[config.mk]
export PLATFORM = sky130hd
export DESIGN_NAME = serial_async_tx
export DESIGN_NICKNAME = d
export VERILOG_FILES = /design/src/rtl/sat_pkg.sv /design/src/rtl/sat_subdiv.sv /design/src/rtl/sat_parity.sv /design/src/rtl/sat_seq.sv /design/src/rtl/serial_async_tx.sv
export SDC_FILE = /design/constraint.sdc
export NUM_CORES = 1
export LEC_CHECK = 0
export ABC_AREA = 1
export ABC_CLOCK_PERIOD_IN_PS = 1900
export BUFFER_PORTS_ARGS = -buffer_cell sky130_fd_sc_hd__buf_2
export CORE_MARGIN = 2
export CORE_UTILIZATION = 45
export DETAILED_ROUTE_END_ITERATION = 8
export HOLD_SLACK_MARGIN = 0.03
export MAX_ROUTING_LAYER = met4
export SYNTH_ARGS = -nofsm -noshare
export SYNTH_HDL_FRONTEND = slang
export SYNTH_HIERARCHICAL = 1
export SYNTH_SLANG_ARGS = --single-unit
[constraint.sdc]
create_clock -name clk -period 1.9 [get_ports clk]
set_input_delay 0.38 -clock clk [delete_from_list [all_inputs] [get_ports clk]]
set_output_delay 0.38 -clock clk [all_outputs]
set_load 0.01 [all_outputs]
[src/rtl/sat_pkg.sv]
package sat_pkg;
   typedef enum logic [2:0] {
      ST_IDLE,
      ST_START,
      ST_DATA,
      ST_PAR,
      ST_STOP
   } sat_state_e;

   localparam logic [2:0] PAR_NONE  = 3'b000;
   localparam logic [2:0] PAR_EVEN  = 3'b001;
   localparam logic [2:0] PAR_ODD   = 3'b010;
   localparam logic [2:0] PAR_ONE   = 3'b011;
   localparam logic [2:0] PAR_ZERO  = 3'b100;

   localparam int SIXTEENTHS_PER_BIT = 16;
endpackage

[src/rtl/sat_subdiv.sv]
module sat_subdiv (
   input  logic       clk,
   input  logic       rst_n,
   input  logic       clr,
   input  logic       os_tick,
   input  logic [1:0] ratio,
   output logic       six_tk
);
   localparam int DIV_W = 2;

   logic [DIV_W-1:0] cnt;
   logic [DIV_W-1:0] lim;

   always_comb begin
      case (ratio)
         2'b00:   lim = DIV_W'(0);
         2'b01:   lim = DIV_W'(1);
         default: lim = DIV_W'(3);
      endcase
   end

   assign six_tk = os_tick && (cnt == lim) && !clr;

   always_ff @(posedge clk or negedge rst_n) begin
      if (!rst_n) begin
         cnt <= '0;
      end else if (clr) begin
         cnt <= '0;
      end else if (os_tick) begin
         if (cnt == lim) cnt <= '0;
         else            cnt <= cnt + DIV_W'(1);
      end
   end

   // the tick divider never passes the limit chosen by the ratio
   assert_div_range_R4: assert property (@(posedge clk) disable iff (!rst_n)
      !clr |-> cnt <= lim);
endmodule

[src/rtl/sat_parity.sv]
module sat_parity #(
   parameter int DATA_W = 8,
   parameter bit PAR_EN = 1'b1,
   localparam int LEN_W = $clog2(DATA_W)
) (
   input  logic [DATA_W-1:0] data,
   input  logic [LEN_W-1:0]  len,
   input  logic [2:0]        mode,
   output logic              pen,
   output logic              pbit
);
   import sat_pkg::*;

   logic [DATA_W-1:0] masked;

   for (genvar i = 0; i < DATA_W; i++) begin : g_mask
      assign masked[i] = data[i] && (LEN_W'(i) <= len);
   end

   if (PAR_EN) begin : g_par
      always_comb begin
         pen  = 1'b1;
         pbit = 1'b0;
         case (mode)
            PAR_EVEN: pbit = ^masked;
            PAR_ODD:  pbit = ~(^masked);
            PAR_ONE:  pbit = 1'b1;
            PAR_ZERO: pbit = 1'b0;
            default:  pen  = 1'b0;
         endcase
      end
   end else begin : g_nopar
      logic unused_ok;
      assign unused_ok = ^{masked, mode};
      assign pen  = 1'b0;
      assign pbit = 1'b0;
   end
endmodule

[src/rtl/sat_seq.sv]
module sat_seq #(
   parameter int DATA_W = 8,
   parameter int STOP_W = 5,
   localparam int LEN_W = $clog2(DATA_W),
   localparam int SUB_W = (STOP_W > 4) ? STOP_W : 4
) (
   input  logic                 clk,
   input  logic                 rst_n,
   input  logic                 accept,
   input  logic                 six_tk,
   input  logic [DATA_W-1:0]    data,
   input  logic [LEN_W-1:0]     len,
   input  logic                 pen,
   input  logic                 pbit,
   input  logic [STOP_W-1:0]    stop,
   output sat_pkg::sat_state_e  state,
   output logic                 line
);
   import sat_pkg::*;

   localparam logic [SUB_W-1:0] BIT_LAST = SUB_W'(SIXTEENTHS_PER_BIT - 1);

   logic [SUB_W-1:0]  sub;
   logic [LEN_W-1:0]  bitn;
   logic [DATA_W-1:0] sh;
   logic [LEN_W-1:0]  len_q;
   logic [STOP_W-1:0] stop_q;
   logic              pen_q;
   logic              pbit_q;

   always_ff @(posedge clk or negedge rst_n) begin
      if (!rst_n) begin
         state  <= ST_IDLE;
         sub    <= '0;
         bitn   <= '0;
         sh     <= '0;
         len_q  <= '0;
         stop_q <= '0;
         pen_q  <= 1'b0;
         pbit_q <= 1'b0;
      end else if (accept) begin
         state  <= ST_START;
         sub    <= '0;
         bitn   <= '0;
         sh     <= data;
         len_q  <= len;
         stop_q <= stop;
         pen_q  <= pen;
         pbit_q <= pbit;
      end else if (six_tk) begin
         case (state)
            ST_START: begin
               if (sub == BIT_LAST) begin
                  sub   <= '0;
                  state <= ST_DATA;
               end else sub <= sub + SUB_W'(1);
            end
            ST_DATA: begin
               if (sub == BIT_LAST) begin
                  sub <= '0;
                  if (bitn == len_q) begin
                     state <= pen_q ? ST_PAR : ST_STOP;
                  end else begin
                     bitn <= bitn + LEN_W'(1);
                     sh   <= sh >> 1;
                  end
               end else sub <= sub + SUB_W'(1);
            end
            ST_PAR: begin
               if (sub == BIT_LAST) begin
                  sub   <= '0;
                  state <= ST_STOP;
               end else sub <= sub + SUB_W'(1);
            end
            ST_STOP: begin
               if (sub == SUB_W'(stop_q)) begin
                  sub   <= '0;
                  state <= ST_IDLE;
               end else sub <= sub + SUB_W'(1);
            end
            default: sub <= '0;
         endcase
      end
   end

   always_comb begin
      case (state)
         ST_START: line = 1'b0;
         ST_DATA:  line = sh[0];
         ST_PAR:   line = pbit_q;
         default:  line = 1'b1;
      endcase
   end

   // without a sixteenth tick an active frame keeps its position
   assert_hold_no_tick_R7: assert property (@(posedge clk) disable iff (!rst_n)
      (!six_tk && state != ST_IDLE) |=> ($stable(state) && $stable(sub) && $stable(bitn)));

   // the stop counter never runs past the latched stop length
   assert_stop_range_R5: assert property (@(posedge clk) disable iff (!rst_n)
      state == ST_STOP |-> sub <= SUB_W'(stop_q));

   // the data bit index never exceeds the latched character length
   assert_bit_range_R2: assert property (@(posedge clk) disable iff (!rst_n)
      state == ST_DATA |-> bitn <= len_q);
endmodule

[src/rtl/serial_async_tx.sv]
module serial_async_tx #(
   parameter int DATA_W = 8,
   parameter int STOP_W = 5,
   parameter bit PAR_EN = 1'b1,
   localparam int LEN_W = $clog2(DATA_W)
) (
   input  logic              clk,
   input  logic              rst_n,
   input  logic              os_tick,
   input  logic [1:0]        cfg_ratio,
   input  logic [LEN_W-1:0]  cfg_len,
   input  logic [2:0]        cfg_par,
   input  logic [STOP_W-1:0] cfg_stop,
   input  logic              brk,
   input  logic              in_valid,
   input  logic [DATA_W-1:0] in_data,
   output logic              in_ready,
   output logic              txd
);
   import sat_pkg::*;

   if (DATA_W < 2 || (DATA_W & (DATA_W - 1)) != 0) begin : g_chk_data
      $error("serial_async_tx: DATA_W must be a power of two of at least 2");
   end
   if (STOP_W < 1 || STOP_W > 8) begin : g_chk_stop
      $error("serial_async_tx: STOP_W must be in 1..8");
   end

   sat_state_e state;
   logic       line;
   logic       accept;
   logic       six_tk;
   logic       pen;
   logic       pbit;
   logic [1:0] ratio_q;

   assign in_ready = (state == ST_IDLE) && !brk;
   assign accept   = in_valid && in_ready;
   assign txd      = brk ? 1'b0 : line;

   always_ff @(posedge clk or negedge rst_n) begin
      if (!rst_n)      ratio_q <= 2'b00;
      else if (accept) ratio_q <= cfg_ratio;
   end

   sat_subdiv u_div (
      .clk     (clk),
      .rst_n   (rst_n),
      .clr     (state == ST_IDLE),
      .os_tick (os_tick),
      .ratio   (ratio_q),
      .six_tk  (six_tk)
   );

   sat_parity #(.DATA_W(DATA_W), .PAR_EN(PAR_EN)) u_par (
      .data (in_data),
      .len  (cfg_len),
      .mode (cfg_par),
      .pen  (pen),
      .pbit (pbit)
   );

   sat_seq #(.DATA_W(DATA_W), .STOP_W(STOP_W)) u_seq (
      .clk    (clk),
      .rst_n  (rst_n),
      .accept (accept),
      .six_tk (six_tk),
      .data   (in_data),
      .len    (cfg_len),
      .pen    (pen),
      .pbit   (pbit),
      .stop   (cfg_stop),
      .state  (state),
      .line   (line)
   );

   // a handshake closes the input until the frame has been sent
   assert_accept_drops_ready_R6: assert property (@(posedge clk) disable iff (!rst_n)
      (in_valid && in_ready) |=> !in_ready);

   // the cycle after an accepted character the line is at start level
   assert_start_low_R2: assert property (@(posedge clk) disable iff (!rst_n)
      (in_valid && in_ready) |=> !txd);

   // a break held in idle leaves the transmitter idle
   assert_brk_no_start_R8: assert property (@(posedge clk) disable iff (!rst_n)
      (brk && state == ST_IDLE) |=> state == ST_IDLE);

   // an idle transmitter with no break shows mark on the line
   assert_idle_mark_R1: assert property (@(posedge clk) disable iff (!rst_n)
      (in_ready && !in_valid) |=> (in_ready || brk || $past(brk)) && (txd || brk));
endmodule

==> summary.md, run 1 <==
After synthesis, the netlist uses 29 different library cells. Counting flops with an async set or reset pin after synthesis yields a share of 100%. The area growth from synthesis to layout is 20.3%.

The clock passes through at most 2 buffers. For met1 alone, demand over resource in global routing was 25.8%. STA classifies the critical path endpoint as a primary output. For this run, design rule violations remaining after detail routing come to 0. In this run the critical register-to-register path is launched from u_seq/state[1]$_DFFE_PN0P_. Pin placement for this block handled 28 I/O pins. met2 is the most crowded layer. The floorplan die area was 0.00537 mm2; the mean area per synthesized cell was 6.80 um2. Setup slack on the worst reg-to-reg path comes out at 160 ps. Counting the buffers created by CTS gives 5. Excluding fillers, the count of instances in the completed layout stands at 414.

At the pin with the least slew margin, the transition time is 735 ps. Measured on the finished design, the core utilization comes to 55.8%. The number of enable flip-flop cells after synthesis is 0, and the final sum of negative setup slack is 0 ps. The core region is 0.00466 mm2. The worst-skew pair later-pin latency was 290 ps; the layout cell share with drive strength beyond 1 was 23.6%. Endpoint of the most critical register-to-register path: u_seq/sub[1]$_DFFE_PN0N_.

The total overflow left after global routing is 0. The setup-violating endpoint count in the final report came out at 0. By count the netlist is led by nand2_1, inv_1, dfrtp_1, o21ai_0, nand3_1. Global routing consumed, over all layers together, 20.1% of the routing resources.

Flip-flop cell with the highest count after synthesis: dfrtp_1. The synthesized design spends more area on one cell type than any other, namely dfrtp_1. The die is 73.3 um tall. The cell with the most instances after synthesis was nand2_1. Entering global routing, the biggest net connects 34 pins. The H-tree generated during clock tree synthesis spans 2 levels.

The initial core utilization was 46.4%; the portion of synthesized cell area occupied by the leading cell type was 38.2%. In this run the tool buffered the top-level ports with 27 buffer cells. From left edge to right edge, the die measures 73.3 um. The leakage component of the power came out at 1.39 nW.

The wire length of the first global-routing pass was 8160 um; the final setup skew was 3.40 ps. Wires add up to 4700 um. Clock tree synthesis selected as its root buffer the cell clkbuf_8.

Setup repair after global routing could not meet its margin everywhere. The endpoint arrival time on the critical path came out at 1450 ps. The mapped netlist covers 0.00216 mm2. The run gives 0.828 as the placer's final routability congestion estimate. Via count of the first global-routing pass: 1852. Dividing total power by cell area gives a power density of 1110 mW/mm2. The detailed-route vias per instance is 4.90, and the final clock period utilization by the worst path is 96.4%.

The flip-flop and latch count after synthesis works out to 33. The critical path in this run is classified as register to primary output. STA puts the critical path data required time at 1520 ps. The violation count after the first detailed-route iteration was 110. For this run, global-route usage on met2 was measured as 32.1%.

The floorplan has 25 rows. The minimum clock period after layout was 1830 ps; the largest voltage drop on the vdd net was 0.377 mV. The run finished with clean final reports. The worst reg-to-reg path cell count is 8. The placed instances occupy a cell area of 0.00241 mm2. The maximum fanout along the worst path came out at 6. During synthesis, Yosys emitted a total of 6 warnings. The routed layout has 2028 vias. Class of the tightest hold or removal check: primary input to async pin. Yosys attributes the largest share of cell area to dfrtp_1, nand2_1, inv_1. Max-cap violations in this run came to 0. For this design, the sink count on the clock tree is 33. Kind of launch point of the worst setup path: a register. The met3 global-route usage came out at 3.70%. TritonCTS built the clock tree. The number of antenna violations at the first check in global routing was 0.

The logs give 401 for the post-placement cell count and 38.2% for the part of the Yosys area used for sequential elements. The number of nets handed over by synthesis was 348. The iteration count of the initial detailed-routing pass is 5, and the final routed wire length divided by cell count is 11.4 um. The final layout net count is 389.

The HPWL after detailed placement was 3460 um. For the post-route cell area, the log shows 0.00260 mm2. The register clock-pin slew on the reported worst setup and hold paths works out to 70 ps.

The logs give 0 for the number of failing hold endpoints at the final stage and 0 for the antenna violation net count after detailed routing. The tightest slew margin relative to the limit is 51.0%. Worst hold slack: 149 ps.

The highest clock rate was 546 MHz. Number of diodes: 0. The logs give 0 for the final-report max-slew violation count and 318 for the cell count after synthesis.
routing by layer:
layer,up-vias,part of all wire [%],wire [um]
met5,-,0,0
met4,0,1.3,61
met3,6,4.3,204
met2,45,47,2220
met1,899,47,2220
li1,1078,-,-
worst max-delay path by stage:
stage                               startpoint                         end  slack (ps)  depth (start not counted)
CTS                 u_seq/state[0]$_DFFE_PN0P_                         txd           7                          6
detailed placement  u_seq/state[0]$_DFFE_PN0P_                         txd         100                          7
global route        u_seq/state[1]$_DFFE_PN0P_                         txd         -30                          7
finish              u_seq/state[0]$_DFFE_PN0P_                         txd          70                          7
global placement    u_seq/state[0]$_DFFE_PN0P_                         txd          80                          7
floorplan           u_seq/state[0]$_DFFE_PN0P_  u_seq/state[0]$_DFFE_PN0P_         300                          9
layout by cell type, fill, tap and decap left out, types with 4 or more instances in the layout:
cell / count
buf_2: 27
a21oi_1: 4
buf_4: 12
clkbuf_8: 7
nand3_1: 28
o21ai_0: 29
inv_1: 43
nor2_1: 14
dfrtp_1: 30
nor3_1: 5
nand2_2: 9
inv_2: 6
nand2_1: 107
state kept, by name, indices dropped and copies added, names as in the netlist:
| signal | flops |
|---|---|
| u_seq/sh | 8 |
| u_seq/stop_q | 5 |
| u_seq/sub | 5 |
| u_seq/bitn | 3 |
| u_seq/len_q | 3 |
| u_seq/state | 3 |
| ratio_q | 2 |
| u_div/cnt | 2 |
| u_seq/pbit_q | 1 |
| u_seq/pen_q | 1 |
area by class of cell:
type                            instances  area [um2]
Timing Repair Buffer                   41         256
Clock inverter                          1        5.00
Fill cell                             456        2060
Tap cell                               54        67.6
Inverter                               50         191
Sequential cell                        33         830
Clock buffer                            7        96.3
Multi-Input combinational cell        228        1150
through the flow:
stage	power, mW	setup WS [ps]
CTS	2.87	6.50
detailed placement	2.25	99.5
finish	2.89	67.5
global placement	2.23	75.2
global route	3.15	-31.4
floorplan	1.93	302
critical path: stages (launching register included):
cell and delay, ps:
dfrtp_1 390, buf_6 140, o21ai_4 190, inv_2 90
o311ai_2 80, inv_1 80, nor2_1 80, buf_2 130
kinds of logic (layout without fill, tap and decap cells):
family                   Yosys count  count (layout)  synth area share [%]
XOR/XNOR                           5               5                  2.03
AO/OA/AOI/OAI                     40              40                  10.2
AND/OR/NAND/NOR                  179             179                  36.9
buffers and inverters             57              99                  10.4
adder cells (fa/ha/maj)            4               4                  2.32
flip-flops                        33              33                  38.2
where the power goes:
group	internal [mW]	switching [mW]
logic	0.461	0.698
clock network	0.327	0.259
registers	0.957	0.191
what timing repair did:
| action | 4_1_cts | 5_1_grt |
|---|---|---|
| hold endpoints to repair | 0 | 0 |
| setup buffers | 1 | 4 |
| hold buffers | 0 | 0 |
| pin swaps | 0 | 3 |
| resized for setup | 8 | 8 |
| endpoints found under the setup margin | 1 | 12 |
Note: power is estimated with default switching activity, not from simulation.
==> run 2: changes to the inputs <==
SYNTH_HIERARCHICAL = unset   (was 1)
==> run 2 against run 1 <==
Net effect:
- non-clock buffer count decreased by 9
- power grew 9.2%
- sequential share of layout area rose by 2.4 points
- maximum frequency grew 2.3%
- flip-flop and latch count unchanged
- worst hold slack worse by 1.6 ps
- first-iteration DRC count rose by 0.91%
- synthesized area shrank 2.2%
- final cell count is 12% lower
- sequential power grew 8%
- final area fell by 7.1%
- global-route usage shrank 0.99 points
==> summary.md, run 2 <==
The run finished with clean final reports. The count of warnings emitted by yosys was 0 (-6). The min-delay analysis places its worst path in the category primary input to async pin. STA classifies the critical path endpoint as a primary output. For the remaining global-route overflow, the log shows 0 (unchanged).

The maximum fanout along the worst path was 4 (-2). The cell area after synthesis is 0.00211 mm2 (-2.2%), and the worst reg-to-reg path cell count is 10 (+2). The register clock-pin slew on the reported worst setup and hold paths was 70 ps (about the same); the post-detailed-routing wire length was 4220 um (-10%). The endpoint arrival time on the critical path is 1410 ps (-40 ps), and the area overhead of the layout relative to synthesis is 14.3%. The layout cell share with drive strength beyond 1 is 21.7% (-2.0 points).

Traced cell by cell, the critical path runs through inv_2 > nand2_2 > nor2_4 > a21oi_1 > a21oi_1 > buf_2. The post-placement cell count came out at 356 (-11%). Most repeated library cell on the critical path: a21oi_1. Violation count after the first detailed-route iteration: 111 (+0.91%). The HPWL after detailed placement was 3160 um (-8.9%); the count of buffers from port buffering was 27 (unchanged).

Yosys instantiated no cell more often than nand2_1. The leakage component of the power was 1.28 nW (-7.8%). The number of failing hold endpoints at the final stage was 0 (unchanged).

Setup repair after global routing left no endpoint under its margin. The tools report the highest clock rate as 558 MHz (+2.3%). The x dimension of the die came out at 72.5 um (-1.0%). The startpoint of the most critical setup path was u_seq.state[2]$_DFFE_PN0P_.

The minimum clock period after layout was 1790 ps (-41.1 ps); the detailed-routing wirelength on met1 was 2060 um (-7.5%). For the DRC violation count after routing, the log shows 0 (unchanged). The logs give 0 (unchanged) for the number of diodes and 51.6% (+0.59 points) for the tightest slew margin relative to the limit. The sum of met2 wire segment lengths after detailed routing is 1970 um (-11%), and the share of flip-flops with an asynchronous set or reset is 100% (unchanged). Initial core utilization: 47.6% (+1.2 points).

The uppermost layer routed is met4. Flip-flop and latch count after synthesis: 33 (unchanged). The final sum of negative setup slack was 0 ps (unchanged); the final routed wire length divided by cell count was 11.5 um (+1.5%). The floorplan die area was 0.00526 mm2 (-2.1%); the number of enable flip-flop cells after synthesis was 0 (unchanged). The tools report the placer's final routability congestion estimate as 0.852 (+2.8%).

The cell count after synthesis is 279 (-12%). The cell type with the highest aggregate area in the netlist is dfrtp_1. The final setup skew is 9.95 ps (+6.55 ps), and the number of max-capacitance violations reported is 0 (unchanged). The number of H-tree levels is 2 (unchanged). The largest registers in the layout are u_seq.sh (8), u_seq.stop_q (5), u_seq.sub (5). The utilization after layout is 54.3% (-1.4 points), and the number of library cell types mapped by synthesis is 31 (+6.9%). The tools report the library cell used as clock root buffer as clkbuf_8. The number of antenna violations at the first check in global routing was 0 (unchanged). TritonCTS built the clock tree. The slowest cell on the critical path was dfrtp_2.

The run gives 343 (-12%) as the final layout net count. Leaving out fill and tap cells, the most frequent cells in the layout are nand2_1, dfrtp_1, buf_2. The tools report the kind of launch point of the worst setup path as a register. The tools report the largest net degree at the start of global routing as 34 (unchanged).

The tools report the setup-violating endpoint count in the final report as 0 (unchanged). The largest voltage drop on the vdd net came out at 0.822 mV (+120%). The CTS buffer count was 5 (unchanged). The CTS sink count is 33 (unchanged), and the wire length of the first global-routing pass is 7630 um (-6.5%). For the slack of the worst reg-to-reg path, the log shows 180 ps (+20 ps). After synthesis, the cell types taking the most area are dfrtp_1, nand2_1, nand3_1. The slew at the pin with the worst max-slew slack works out to 727 ps (-8.85 ps). The number of nets in the synthesized netlist was 309 (-11%); the iteration count of the initial detailed-routing pass was 4 (-1). The logs give 131 um (-36%) for the length of routed met3 wiring and 1520 ps (about the same) for the data required time of the worst path. The count of pins on the block boundary is 28 (unchanged).

The run gives 2 (unchanged) as the maximum buffer depth of the clock tree. The mean area per synthesized cell came out at 7.57 um2 (+11%). For the via count of the first global-routing pass, the log shows 1682 (-9.2%).

Leaving out fill and tap cells, the most frequent cell in the layout is nand2_1. The areal power density over the cells came out at 1310 mW/mm2 (+18%). Final clock period utilization by the worst path: 94.3% (-2.2 points).

Startpoint-to-endpoint class of the critical path: register to primary output. By count the netlist is led by nand2_1, dfrtp_1, nand3_1, inv_1, nor2_1. The tools report the combined global-route utilization of all metal layers as 19.1% (-0.99 points).

The stage delay of the slowest cell on the critical path works out to 450 ps (+60 ps). The register containing the most flip-flops in the final layout was u_seq.sh. The detailed-route vias per instance was 4.88 (-0.33%). Endpoint of the most critical register-to-register path: u_seq.sh[2]$_DFFE_PN0P_.

The count of placed standard cells in the final layout, fillers left out was 366 (-12%); the number of core rows was 24 (-4.0%). The run gives 3.16 mW (+9.2%) as the total power after layout. The number of vias in the routed layout is 1787 (-12%).

The flip-flop cell with the highest count after synthesis is dfrtp_1. The worst register-to-register path begins at u_seq.sub[0]$_DFFE_PN0P_. The portion of synthesized cell area occupied by the leading cell type was 39.1% (+0.86 points). The part of the Yosys area used for sequential elements came out at 39.1% (+0.86 points). Antenna violation net count after detailed routing: 0 (unchanged).

The core footprint came out at 0.00444 mm2 (-4.6%). The number of flip-flops under the largest register name was 8 (unchanged); the worst-skew pair later-pin latency was 290 ps (about the same). The final-report max-slew violation count was 0 (unchanged); the vertical extent of the die was 72.5 um (-1.0%).
-- run 2: changes by cell type after synthesis, moves of 5 or more --
cell	previous run	this run
nor3_1	5	0
nand2_1	108	101
o21ai_1	1	8
o21ai_0	29	9
nand2_2	9	1
inv_1	46	24
a21oi_1	4	12
-- run 2: layer usage --
layer	global-route usage, %	vias up
met5	-	-
met4	6.79	0
met3	4.58	6
met2	29.1	29
met1	24.9	792
li1	-	960
-- run 2: cell families (layout without fill, tap and decap cells) --
logic type               count (synthesis)  in the layout  share of synthesized area (%)
buffers and inverters                   35             70                           8.59
adder cells (fa/ha/maj)                  4              4                           2.37
flip-flops                              33             33                           39.1
XOR/XNOR                                11             11                           4.91
AO/OA/AOI/OAI                           34             34                           9.36
AND/OR/NAND/NOR                        162            162                           35.7
-- run 2: stage by stage --
stage / hold WS [ps] / setup WS (ps) / instance area [um2]
final: 147 / 109 / 2410
after global routing: 214 / 0.620 / 2410
after CTS: 173 / 77.6 / 2360
after detailed placement: 487 / 146 / 2280
after global placement: 482 / 108 / 2280
after floorplan: 84.4 / 285 / 2110
-- run 2: repair_timing --
action,4_1_cts,5_1_grt
hold buffers,0,0
gates resized for setup,0,9
endpoints found under the setup margin,0,10
setup buffers,0,2
-- run 2: how the worst max path moves through the flow --
stage                                      end  slack [ps]
finish                                     txd         110
global route                               txd         0.6
CTS                                        txd          80
detailed placement  u_seq.state[1]$_DFFE_PN0P_         150
global placement    u_seq.state[2]$_DFFE_PN0P_         110
floorplan              u_seq.sh[1]$_DFFE_PN0P_         280
-- run 2: cell type report --
cell class,count,area (um2)
Clock buffer,6,72.6
Clock inverter,2,10.0
Fill cell,450,2030
Inverter,30,130
Multi-Input combinational cell,211,1140
Sequential cell,33,828
Tap cell,52,65.1
Timing Repair Buffer,32,173
-- run 2: critical path, delay by kind of cell (launching register included) --
family	cells	cell delay [ps]
flops	1	450
buf+inv	2	250
compound gates	2	230
simple gates	2	190
-- run 2: report_power, final --
part / total, mW / internal (mW) / leakage (nW) / switching [mW]
Clock: 0.519 / 0.254 / 0.0450 / 0.265
Combinational: 1.41 / 0.551 / 0.820 / 0.855
Sequential: 1.24 / 0.987 / 0.417 / 0.249
Total: 3.16 / 1.79 / 1.28 / 1.37
==> run 3: changes to the inputs <==
BUFFER_PORTS_ARGS = -buffer_cell sky130_fd_sc_hd__clkbuf_2   (was -buffer_cell sky130_fd_sc_hd__buf_2)
==> run 3 against run 2 <==
Net effect:
- critical path depth did not move
- setup slack got worse by 21 ps
- largest cell class unchanged
- clock power rose by 15%
- sequential share of layout area fell by 0.31 points
==> summary.md, run 3 (synthesized netlist as in run 2, its figures left out) <==
The number of flip-flops under the largest register name is 8 (unchanged), and the met1 track demand over resource is 25.2% (+0.26 points). The total power after layout is 3.22 mW (+2.0%), and the highest clock rate is 552 MHz (-1.1%). The number of diodes is 0 (unchanged).

The run gives 4 (unchanged) as the iteration count of the initial detailed-routing pass. The worst setup path is launched from a register. Placed instance area: 0.00229 mm2 (+0.66%).

The CTS sink count is 33 (unchanged). Slew at the pin with the worst max-slew slack: 423 ps (-304 ps). The tools report the floorplan die area as 0.00526 mm2 (unchanged). The tools report the area taken by flip-flops and latches as 826 um2 (-0.30%).

The startpoint-to-endpoint class of the critical path is register to primary output. The final layout net count was 345 (+0.58%); the maximum buffer depth of the clock tree was 2 (unchanged). The placer's final routability congestion estimate was 0.805 (-5.5%); the vertical extent of the die was 72.5 um (unchanged). The data required time of the worst path came out at 1520 ps (about the same). Leaving out fill and tap cells, the most frequent cell in the layout is nand2_1.

The run gives 290 ps (about the same) as the worst-skew pair later-pin latency. The run gives 83 (-25%) as the violation count after the first detailed-route iteration. The area overhead of the layout relative to synthesis is 15.0%. The flow ran to the end, and the final reports show no timing, DRC or antenna violations.

The number of max-capacitance violations reported is 0 (unchanged). Areal power density over the cells: 1330 mW/mm2 (+1.4%). In the final layout, the registers with the most flip-flops are u_seq.sh (8), u_seq.stop_q (5), u_seq.sub (5). The count of buffers from port buffering was 27 (unchanged); the largest voltage drop on the vdd net was 0.584 mV (-29%).

The run gives 454 (+0.89%) as the number of fill cells. The core footprint was 0.00444 mm2 (unchanged). The worst slack after detailed placement is 124 ps (-21.6 ps). The leakage component of the power is 1.30 nW (+1.5%), and the CTS buffer count is 5 (unchanged). The number of antenna violations at the first check in global routing is 0 (unchanged), and the final-report max-slew violation count is 0 (unchanged). The detailed-route vias per instance works out to 4.96 (+1.6%). The final clock period utilization by the worst path is 95.4% (+1.1 points), and the minimum clock period after layout is 1810 ps (+20.7 ps). HPWL after detailed placement: 3270 um (+3.5%). TritonCTS built the clock tree. For the met2 demand-to-capacity share in global routing, the log shows 31.8% (+2.7 points). The DRC violation count after routing is 0 (unchanged), and the number of core rows is 24 (unchanged).

Largest net degree at the start of global routing: 34 (unchanged). The wire length of the first global-routing pass came out at 7930 um (+3.9%). The tightest slew margin relative to the limit is 71.8% (+20 points).

The final routed wire length divided by cell count was 11.7 um (+1.7%). The global routing stage identified its most utilized layer as met2. The tools report the setup-violating endpoint count in the final report as 0 (unchanged). Clock tree synthesis selected as its root buffer the cell clkbuf_8.

The logs give 0.00112 mm2 (-1.2%) for the area of the multi-input gates and 0 (unchanged) for the antenna violation net count after detailed routing. Final setup skew: 6.46 ps (-3.49 ps). The class of the tightest hold or removal check is primary input to async pin. The number of H-tree levels was 2 (unchanged); the post-route cell area was 0.00243 mm2 (+0.62%).

The post-placement cell count is 358 (+0.56%), and the x dimension of the die is 72.5 um (unchanged). The run gives 87.9 ps (-20.7 ps) as the final worst slack. More flip-flops sit in one register than any other, and that register is u_seq.sh. The met3 global-route usage is 4.58% (unchanged). STA classifies the critical path endpoint as a primary output. The post-detailed-routing wire length was 4320 um (+2.2%); the number of vias in the routed layout was 1825 (+2.1%). In the layout the commonest cells are nand2_1, dfrtp_1, clkbuf_2. The count of pins on the block boundary is 28 (unchanged), and the layout cell share with drive strength beyond 1 is 22.5% (+0.81 points).

Register clock-pin slew on the reported worst setup and hold paths: 70 ps (about the same). Count of placed standard cells in the final layout, fillers left out: 368 (+0.55%). The logs give 0 (unchanged) for the number of failing hold endpoints at the final stage and 20.1% (+0.99 points) for the combined global-route utilization of all metal layers.

The via count of the first global-routing pass is 1745 (+3.7%), and the remaining global-route overflow is 0 (unchanged). The run gives 47.6% (unchanged) as the initial core utilization. The endpoint arrival time on the critical path was 1430 ps (+20 ps).

The maximum fanout along the worst path was 4 (unchanged).
run 3: cell count changes in the layout (fill, tap and decap cells not counted), moves of 2 or more:
cell and change:
buf_2 -27, clkbuf_2 +27, nor2_2 +3, buf_4 +2, clkbuf_8 +2, dfrtp_1 +2, dfrtp_2 -2, nor2_4 -2
run 3: final timing paths:
| path | from | endpoint | slack [ps] | cells after the start |
|---|---|---|---|---|
| setup / recovery | u_seq.state[2]$_DFFE_PN0P_ | txd | 90 | 6 |
| max in group asynchronous | rst_n | u_seq.pbit_q$_DFFE_PN0N_ | 1480 | 2 |
| min in group clk | cfg_ratio[1] | ratio_q[1]$_DFFE_PN0N_ | 280 | 3 |
| hold / removal | rst_n | u_seq.stop_q[4]$_DFFE_PN0N_ | 110 | 2 |
| hold reg to reg | u_seq.pbit_q$_DFFE_PN0N_ | u_seq.pbit_q$_DFFE_PN0N_ | 490 | 2 |
| setup reg to reg | u_seq.sub[1]$_DFFE_PN0P_ | u_seq.sh[2]$_DFFE_PN0P_ | 160 | 10 |
run 3: layer usage:
layer / share of wire, % / wire length, um
met3: 3.5 / 149
met1: 47 / 2010
met5: 0 / 0
met4: 1.7 / 72
met2: 48 / 2080
run 3: final cells by class:
cell class / instances / area share (%)
clock buffer: 7 / 3.96
clock inverter: 1 / 0.206
inverter: 30 / 5.25
multi-input combinational: 211 / 46.2
sequential: 33 / 34.0
tap: 52 / 2.68
timing repair buffer: 34 / 7.72
run 3: per-stage QoR:
step                hold slack [ps]  util [%]  setup TNS [ps]
global route                    140      54.7          -0.646
global placement                440      51.6               0
finish                          107      54.7               0
detailed placement              436      51.6               0
CTS                             124      53.9               0
floorplan                      84.4         -               0
run 3: critical path: stages, from the launching register on:
cell and delay, ps:
dfrtp_1 450, inv_2 120, nand2_2 80, nor2_2 130, a21oi_1 90, a21oi_1 130
clkbuf_2 160
run 3: report_power, final:
group          switching, mW  total, mW  internal, mW
Sequential             0.230       1.21         0.984
Combinational          0.865       1.41         0.548
Clock                  0.269      0.596         0.328
run 3: what timing repair did:
| action | CTS | global route |
|---|---|---|
| hold buffers | 0 | 0 |
| setup buffers | 0 | 2 |
| resized for setup | 0 | 5 |
| setup endpoints to repair | 0 | 12 |
